$ cat config.mk
export PLATFORM = sky130hd
export DESIGN_NAME = adc_seq_ctrl
export DESIGN_NICKNAME = d
export VERILOG_FILES = /design/src/rtl/adc_seq_pkg.sv /design/src/rtl/adc_seq_fsm.sv /design/src/rtl/adc_result_bank.sv /design/src/rtl/adc_seq_flags.sv /design/src/rtl/adc_seq_ctrl.sv
export SDC_FILE = /design/constraint.sdc
export NUM_CORES = 1
export LEC_CHECK = 0
export BUFFER_PORTS_ARGS = -buffer_cell sky130_fd_sc_hd__buf_2
export CAP_MARGIN = 40
export CELL_PAD_IN_SITES_DETAIL_PLACEMENT = 1
export CELL_PAD_IN_SITES_GLOBAL_PLACEMENT = 1
export CORE_ASPECT_RATIO = 0.6
export CORE_UTILIZATION = 52
export DETAILED_ROUTE_END_ITERATION = 6
export PLACE_DENSITY_LB_ADDON = 0.1
export SKIP_LAST_GASP = 1
export SLEW_MARGIN = 0
export SYNTH_ARGS = -nofsm -noshare
export SYNTH_HDL_FRONTEND = slang
export SYNTH_SLANG_ARGS = --single-unit
$ cat constraint.sdc
create_clock -name clk -period 3.2 [get_ports clk]
set_input_delay 0.48 -clock clk [delete_from_list [all_inputs] [get_ports clk]]
set_output_delay 0.48 -clock clk [all_outputs]
set_load 0.02 [all_outputs]
$ cat src/rtl/adc_seq_pkg.sv
// Shared types and helpers for the ADC conversion sequencer.
// Assumes: mode and interval encodings are fixed by the register interface.
package adc_seq_pkg;

    // Operating modes as written by software; the value 3 acts as one-shot.
    typedef enum logic [1:0] {
        MODE_ONE  = 2'd0,
        MODE_SCAN = 2'd1,
        MODE_LOOP = 2'd2,
        MODE_RSVD = 2'd3
    } seq_mode_e;

    // Sequencer states: idle, request issue, waiting on the converter.
    typedef enum logic [1:0] {
        ST_IDLE  = 2'd0,
        ST_ISSUE = 2'd1,
        ST_WAIT  = 2'd2
    } seq_state_e;

    // Width of the loop-mode slot pointer (largest group is eight slots).
    localparam int SLOT_W = 3;

    // Index of the last slot in a loop group for a given interval code.
    function automatic logic [SLOT_W-1:0] grp_last_slot(input logic [1:0] intv);
        case (intv)
            2'd0:    grp_last_slot = 3'd0;
            2'd1:    grp_last_slot = 3'd3;
            default: grp_last_slot = 3'd7;
        endcase
    endfunction

endpackage

$ cat src/rtl/adc_seq_fsm.sv
// Conversion sequencer: captures configuration on start, issues converter
// requests, tracks the scan channel and the loop slot, and produces the write
// strobe and the group-complete event.
// Assumes: core_done is a one-cycle strobe answering a core_start request;
// CH_W is at least 3 so the loop slots fit in the channel address space.
module adc_seq_fsm
    import adc_seq_pkg::*;
#(
    parameter int CH_W = 4
) (
    input  logic             clk,
    input  logic             rst_n,
    input  logic [1:0]       cfg_mode,
    input  logic [CH_W-1:0]  cfg_start_ch,
    input  logic [CH_W-1:0]  cfg_end_ch,
    input  logic [1:0]       cfg_intv,
    input  logic             sw_start,
    input  logic             hw_start,
    input  logic             sw_reset,
    input  logic             core_done,
    output logic             core_start,
    output logic [CH_W-1:0]  core_ch,
    output logic             busy,
    output logic             wr_en,
    output logic [CH_W-1:0]  wr_addr,
    output logic             grp_done
);

    seq_state_e        st_q;
    seq_mode_e         mode_q;
    logic [CH_W-1:0]   ch_q;
    logic [CH_W-1:0]   end_q;
    logic [SLOT_W-1:0] last_q;
    logic [SLOT_W-1:0] slot_q;

    logic is_loop;
    logic is_scan;
    logic scan_more;
    logic any_start;

    // Decode the captured mode and the continuation conditions.
    always_comb begin
        is_loop   = (mode_q == MODE_LOOP);
        is_scan   = (mode_q == MODE_SCAN);
        scan_more = is_scan && (ch_q != end_q);
        any_start = sw_start || hw_start;
    end

    // State, channel and slot registers of the sequencer.
    always_ff @(posedge clk) begin
        if (!rst_n) begin
            st_q   <= ST_IDLE;
            mode_q <= MODE_ONE;
            ch_q   <= '0;
            end_q  <= '0;
            last_q <= '0;
            slot_q <= '0;
        end else if (sw_reset) begin
            st_q   <= ST_IDLE;
            slot_q <= '0;
        end else begin
            case (st_q)
                ST_IDLE: begin
                    if (any_start) begin
                        st_q   <= ST_ISSUE;
                        mode_q <= seq_mode_e'(cfg_mode);
                        ch_q   <= cfg_start_ch;
                        end_q  <= cfg_end_ch;
                        last_q <= grp_last_slot(cfg_intv);
                        slot_q <= '0;
                    end
                end
                ST_ISSUE: st_q <= ST_WAIT;
                ST_WAIT: begin
                    if (core_done) begin
                        if (is_loop) begin
                            slot_q <= (slot_q == last_q) ? '0 : slot_q + 1'b1;
                            st_q   <= ST_ISSUE;
                        end else if (scan_more) begin
                            ch_q <= ch_q + 1'b1;
                            st_q <= ST_ISSUE;
                        end else begin
                            st_q <= ST_IDLE;
                        end
                    end
                end
                default: st_q <= ST_IDLE;
            endcase
        end
    end

    // Outputs toward the converter core and the status flags.
    always_comb begin
        core_start = (st_q == ST_ISSUE);
        core_ch    = ch_q;
        busy       = (st_q != ST_IDLE);
    end

    // Write strobe, target register and group-complete event for a finished sample.
    always_comb begin
        wr_en    = (st_q == ST_WAIT) && core_done && !sw_reset;
        wr_addr  = is_loop ? CH_W'(slot_q) : ch_q;
        grp_done = wr_en && (is_loop ? (slot_q == last_q) : !scan_more);
    end

    AST_START_ONE_CYCLE: assert property (@(posedge clk) disable iff (!rst_n)
        core_start |=> !core_start);
    AST_BUSY_ON_START: assert property (@(posedge clk) disable iff (!rst_n)
        (!busy && (sw_start || hw_start) && !sw_reset) |=> (busy && core_start && core_ch == $past(cfg_start_ch)));
    AST_LOOP_STAYS_BUSY: assert property (@(posedge clk) disable iff (!rst_n)
        (busy && is_loop && !sw_reset) |=> busy);
    AST_LOOP_NO_GAP: assert property (@(posedge clk) disable iff (!rst_n)
        (wr_en && is_loop) |=> core_start);
    AST_SLOT_IN_GROUP: assert property (@(posedge clk) disable iff (!rst_n)
        slot_q <= last_q);
    AST_RESET_IDLES: assert property (@(posedge clk) disable iff (!rst_n)
        sw_reset |=> !busy);
    AST_CH_HELD_BUSY: assert property (@(posedge clk) disable iff (!rst_n)
        (busy && !is_scan && !sw_reset) |=> $stable(core_ch));

endmodule

$ cat src/rtl/adc_result_bank.sv
// Result register bank: one write port fed by the sequencer, one
// combinational read port for software.
// Assumes: writes happen at most once per cycle; reset clears all entries.
module adc_result_bank #(
    parameter int CH_W  = 4,
    parameter int RES_W = 10
) (
    input  logic             clk,
    input  logic             rst_n,
    input  logic             wr_en,
    input  logic [CH_W-1:0]  wr_addr,
    input  logic [RES_W-1:0] wr_data,
    input  logic [CH_W-1:0]  rd_addr,
    output logic [RES_W-1:0] rd_data
);

    localparam int NUM_REG = 1 << CH_W;

    logic [RES_W-1:0] bank_q [NUM_REG];

    // One storage register per entry, written when its address is selected.
    for (genvar g = 0; g < NUM_REG; g++) begin : g_entry
        always_ff @(posedge clk) begin
            if (!rst_n) begin
                bank_q[g] <= '0;
            end else if (wr_en && (wr_addr == CH_W'(g))) begin
                bank_q[g] <= wr_data;
            end
        end
    end

    // Software read-back of the selected entry.
    always_comb begin
        rd_data = bank_q[rd_addr];
    end

    AST_WRITE_LANDS: assert property (@(posedge clk) disable iff (!rst_n)
        wr_en |=> (bank_q[$past(wr_addr)] == $past(wr_data)));

endmodule

$ cat src/rtl/adc_seq_flags.sv
// End-of-conversion flag and completion interrupt.
// Assumes: grp_done is already suppressed during a soft reset.
module adc_seq_flags (
    input  logic clk,
    input  logic rst_n,
    input  logic grp_done,
    input  logic eoc_rd,
    input  logic sw_reset,
    output logic eoc,
    output logic irq
);

    // Flag set by completion, cleared by a read or a soft reset; set beats read.
    always_ff @(posedge clk) begin
        if (!rst_n) begin
            eoc <= 1'b0;
            irq <= 1'b0;
        end else begin
            irq <= grp_done;
            if (sw_reset) begin
                eoc <= 1'b0;
            end else if (grp_done) begin
                eoc <= 1'b1;
            end else if (eoc_rd) begin
                eoc <= 1'b0;
            end
        end
    end

    AST_IRQ_PULSE: assert property (@(posedge clk) disable iff (!rst_n)
        irq |=> !irq);
    AST_EOC_WITH_IRQ: assert property (@(posedge clk) disable iff (!rst_n)
        irq |-> eoc);
    AST_EOC_READ_CLEARS: assert property (@(posedge clk) disable iff (!rst_n)
        (eoc && eoc_rd && !grp_done) |=> !eoc);
    AST_RESET_CLEARS_EOC: assert property (@(posedge clk) disable iff (!rst_n)
        sw_reset |=> (!eoc && !irq));

endmodule

$ cat src/rtl/adc_seq_ctrl.sv
// Top of the ADC conversion sequencer: ties the sequencer, result bank and
// flag logic together.
// Assumes: a single clock domain; the converter core answers each request
// with one core_done strobe carrying core_data.
module adc_seq_ctrl #(
    parameter int CH_W  = 4,
    parameter int RES_W = 10
) (
    input  logic             clk,
    input  logic             rst_n,
    input  logic [1:0]       cfg_mode,
    input  logic [CH_W-1:0]  cfg_start_ch,
    input  logic [CH_W-1:0]  cfg_end_ch,
    input  logic [1:0]       cfg_intv,
    input  logic             sw_start,
    input  logic             hw_start,
    input  logic             sw_reset,
    input  logic             eoc_rd,
    output logic             core_start,
    output logic [CH_W-1:0]  core_ch,
    input  logic             core_done,
    input  logic [RES_W-1:0] core_data,
    input  logic [CH_W-1:0]  rd_sel,
    output logic [RES_W-1:0] rd_data,
    output logic             busy,
    output logic             eoc,
    output logic             irq
);

    logic            wr_en;
    logic [CH_W-1:0] wr_addr;
    logic            grp_done;

    adc_seq_fsm #(.CH_W(CH_W)) u_fsm (
        .clk          (clk),
        .rst_n        (rst_n),
        .cfg_mode     (cfg_mode),
        .cfg_start_ch (cfg_start_ch),
        .cfg_end_ch   (cfg_end_ch),
        .cfg_intv     (cfg_intv),
        .sw_start     (sw_start),
        .hw_start     (hw_start),
        .sw_reset     (sw_reset),
        .core_done    (core_done),
        .core_start   (core_start),
        .core_ch      (core_ch),
        .busy         (busy),
        .wr_en        (wr_en),
        .wr_addr      (wr_addr),
        .grp_done     (grp_done)
    );

    adc_result_bank #(.CH_W(CH_W), .RES_W(RES_W)) u_bank (
        .clk     (clk),
        .rst_n   (rst_n),
        .wr_en   (wr_en),
        .wr_addr (wr_addr),
        .wr_data (core_data),
        .rd_addr (rd_sel),
        .rd_data (rd_data)
    );

    adc_seq_flags u_flags (
        .clk      (clk),
        .rst_n    (rst_n),
        .grp_done (grp_done),
        .eoc_rd   (eoc_rd),
        .sw_reset (sw_reset),
        .eoc      (eoc),
        .irq      (irq)
    );

    AST_COMPLETE_DROPS_BUSY: assert property (@(posedge clk) disable iff (!rst_n)
        (irq && cfg_mode != 2'd2 && $past(cfg_mode) != 2'd2 && !busy) |-> eoc);
    AST_STRAY_DONE_QUIET: assert property (@(posedge clk) disable iff (!rst_n)
        (!busy && core_done && !sw_start && !hw_start) |=> (!busy && !irq));

endmodule

==> results.sh <==
export IMPL_grt_setup_unrepaired="no"
export IMPL_synth_xor_xnor_area_share=0.004998
export IMPL_drt_total_wl_mm=26.67
export IMPL_vias=5487
export IMPL_post_route_cell_area_sq_mm=0.009889
export IMPL_wire_length_of_the_first_global_routing_pass_mm=37.61
export IMPL_worst_min_path_class="in2reg"
export IMPL_initial_utilization=0.5359
export IMPL_setup_crit_end_kind="output port"
export IMPL_timing_final_crit_share=0.8864
export IMPL_switchingPower_mw=1.326
export IMPL_viasPerCell=6.285
export IMPL_place_gp_congestion=1.037
export IMPL_irDropWorstVdd_mv=0.3748
export IMPL_clock_skew_final_ns=0.009191
export IMPL_start_kind="primary input"
export IMPL_clock_power_share=0.397
export IMPL_clk_transition_reported_paths_ns=0.07
export IMPL_post_synth_fa_ha_maj_area_fraction=0.002856
export IMPL_grt_max_degree=32
export IMPL_seqCellArea_sq_mm=0.005185
export IMPL_min_from="cfg_end_ch[0]"
export IMPL_compound_cell_area_share_of_the_yosys_netlist=0.04555
export IMPL_first_global_vias=5380
export IMPL_fp_row_count=36
export IMPL_worst_skew_pair_late_latency_ns=0.44
export IMPL_hold_viol_final=0
export IMPL_clk_path_buf_depth=2
export IMPL_maximum_achievable_frequency_mhz=352.5
export IMPL_antenna_found_initial=11
export IMPL_utilization=0.6048
export IMPL_synthesis_instances=567
export IMPL_post_cts_setup_buffer_count=0
export IMPL_final_net_count=662
export IMPL_post_synth_num_cell_types=59
export IMPL_holdBufCountCts=0
export IMPL_numPortBuffers=50
export IMPL_post_synth_top_area_cell="edfxtp_1"
export IMPL_post_route_cells_drive_above_1_share=0.2391
export IMPL_synthSimpleGateAreaFrac=0.1852
export IMPL_critical_path_max_fanout=27
export IMPL_whs_path_depth=3
export IMPL_cts_buffers=17
export IMPL_worst_setup_path_type="in2out"
export IMPL_grt_ovfl_total=0
export IMPL_ff2ff_path_depth=4
export IMPL_die_height_microns=102.6
export IMPL_drt_first_iter_violations=660
export IMPL_yosys_warnings=0
export IMPL_synth_ff_latch_count=179
export IMPL_synthTopCellsByCount="and2_1, edfxtp_1, mux4_1, nand2_1"
export IMPL_drt_pass1_iterations=5
export IMPL_worstReg2RegStart="u_fsm.mode_q[0]"
export IMPL_power_report_internal_total_mw=3.888
export IMPL_leakage_nw=3.801
export IMPL_power_density_mw_per_mm2=527.2
export IMPL_synth_cell_area_sq_mm=0.008762
export IMPL_cts_sink_count=179
export IMPL_slew_limit_headroom=0.5036
export IMPL_antenna_violating_nets_post_route=0
export IMPL_synth_enable_flop_cells=160
export IMPL_proportion_of_total_power_due_to_net_switching=0.2543
export IMPL_area_growth_synth_to_final_pct=12.87
export IMPL_reg2reg_to="u_bank.bank_q[1][0]"
export IMPL_die_area_sq_mm=0.01739
export IMPL_cap_violations=0
export IMPL_ys_async_rst_share=0
export IMPL_synthMostInstantiatedCell="and2_1"
export IMPL_postPlaceCellArea_sq_mm=0.009306
export IMPL_syn_mean_instance_area_sq_um=15.45
export IMPL_drv_slew=0
export IMPL_root_buffer="clkbuf_16"
export IMPL_dpl_wire_length_mm=19.44
export IMPL_pin_count=51
export IMPL_synth_seq_area_share=0.5917
export IMPL_regToRegSetupSlack_ns=0.64
export IMPL_fin_crit_ns=2.836
export IMPL_crit_required_ns=2.72
export IMPL_comb_power_share=0.086
export IMPL_cts_resized=0
export IMPL_syn_num_nets=602
export IMPL_synth_top_flop_cell="edfxtp_1"
export IMPL_hold_path_end="u_fsm.end_q[0]"
export IMPL_synthTopCellsByArea="edfxtp_1, and2_1, mux4_1"
export IMPL_outcome="completed"
export IMPL_synth_area_mux_share=0.1481
export IMPL_p_seq_frac=0.517
export IMPL_wl_per_cell_microns=30.55
export IMPL_synthDominantCellAreaShare=0.5483
export IMPL_multi_input_area_sq_mm=0.003388
export IMPL_synth_top_family_by_area="simple AND/OR/NAND/NOR gates"
export IMPL_layout_filler_cells=1528
export IMPL_globalRouteTotalUtil=0.3234
export IMPL_chipWidth_microns=169.6
export IMPL_clock_tree_from_tritoncts="yes"
export IMPL_design_core_area_sq_mm=0.01635
export IMPL_setup_violations_final=0
export IMPL_tightestPinTransition_ns=0.7406
export IMPL_route_detailed_drc=0
export IMPL_worstPathArrival_ns=2.36
export IMPL_finalSetupTns_ns=0
export IMPL_htree_num_levels=4
==> sequential cells by signal (all words and copies together), names as in the netlist, 2 cells and up <==
| signal | cells |
|---|---|
| u_fsm.end_q | 4 |
| u_fsm.core_ch | 4 |
| u_fsm.mode_q | 2 |
| u_bank.bank_q | 160 |
| u_fsm.st_q | 2 |
| u_fsm.slot_q | 3 |
| u_fsm.last_q | 2 |
==> worst max-delay path, stage by stage <==
cell and delay [ns]:
buf_2 0.27, buf_12 0.26, mux4_1 0.61, mux4_2 0.52, buf_2 0.19
==> placed cells by master (no fill, tap or decap), drive strengths merged, types with 3 or more instances in the layout <==
cell type	n
mux4	50
nor2b	3
inv	12
and4bb	3
and2	162
a21boi	8
nand2	24
a21oi	4
nor3	10
nand2b	4
o21ai	19
nor3b	8
nand4b	4
nand4	4
xnor2	5
diode	5
nor2	11
clkinvlp	3
or2	3
edfxtp	160
a31oi	6
buf	71
dfxtp	19
clkbuf	18
==> layer usage <==
layer / track usage / part of all wire
met1: 0.4514 / 0.42
met2: 0.4704 / 0.43
met3: 0.1347 / 0.13
met4: 0.08247 / 0.011
met5: 0 / 0.0010
==> final cells by class <==
class | instances | share of cell area
sequential | 179 | 0.5243
multi-input combinational | 354 | 0.3426
timing repair buffer | 71 | 0.04378
clock buffer | 18 | 0.04340
tap | 228 | 0.02885
clock inverter | 14 | 0.01430
inverter | 4 | 0.001518
antenna | 5 | 0.001265
==> power groups by stage <==
stage               combinational (mW)  clock (mW)  sequential (mW)
floorplan                        0.286           0             2.69
global placement                 0.423           0             2.74
detailed placement               0.445           0             2.74
CTS                              0.448        2.08             2.69
global route                     0.470        2.17             2.69
finish                           0.448        2.07             2.69
==> how the worst max path moves through the flow <==
stage / startpoint / endpoint / slack, ns / cells past startpoint
floorplan: u_fsm.mode_q[0] / u_bank.bank_q[1][0] / 0.72 / 5
global placement: rd_sel[0] / rd_data[4] / 0.41 / 5
detailed placement: rd_sel[0] / rd_data[0] / 0.38 / 5
CTS: rd_sel[0] / rd_data[0] / 0.37 / 5
global route: rd_sel[0] / rd_data[4] / 0.31 / 5
finish: rd_sel[0] / rd_data[0] / 0.36 / 5
==> through the flow <==
stage | total power [mW] | std cells | worst slack (ns) | hold slack (ns)
floorplan | 2.977 | 567 | 0.7223 | 0.4561
global placement | 3.160 | 836 | 0.4074 | 0.4729
CTS | 5.219 | 868 | 0.3735 | 0.2777
detailed placement | 3.184 | 836 | 0.3758 | 0.4892
global route | 5.330 | 870 | 0.3118 | 0.2915
finish | 5.214 | 873 | 0.3635 | 0.2813
==> kinds of logic (layout without fill, tap and decap cells) <==
| kind of cell | count (synthesis) | count (layout) |
|---|---|---|
| other | 0 | 5 |
| multiplexers | 54 | 54 |
| adder cells (fa/ha/maj) | 2 | 2 |
| AND/OR/NAND/NOR | 245 | 245 |
| buffers and inverters | 34 | 107 |
| XOR/XNOR | 5 | 5 |
| AO/OA/AOI/OAI | 48 | 48 |
| flip-flops | 179 | 179 |
Note: power is estimated with default switching activity, not from simulation.
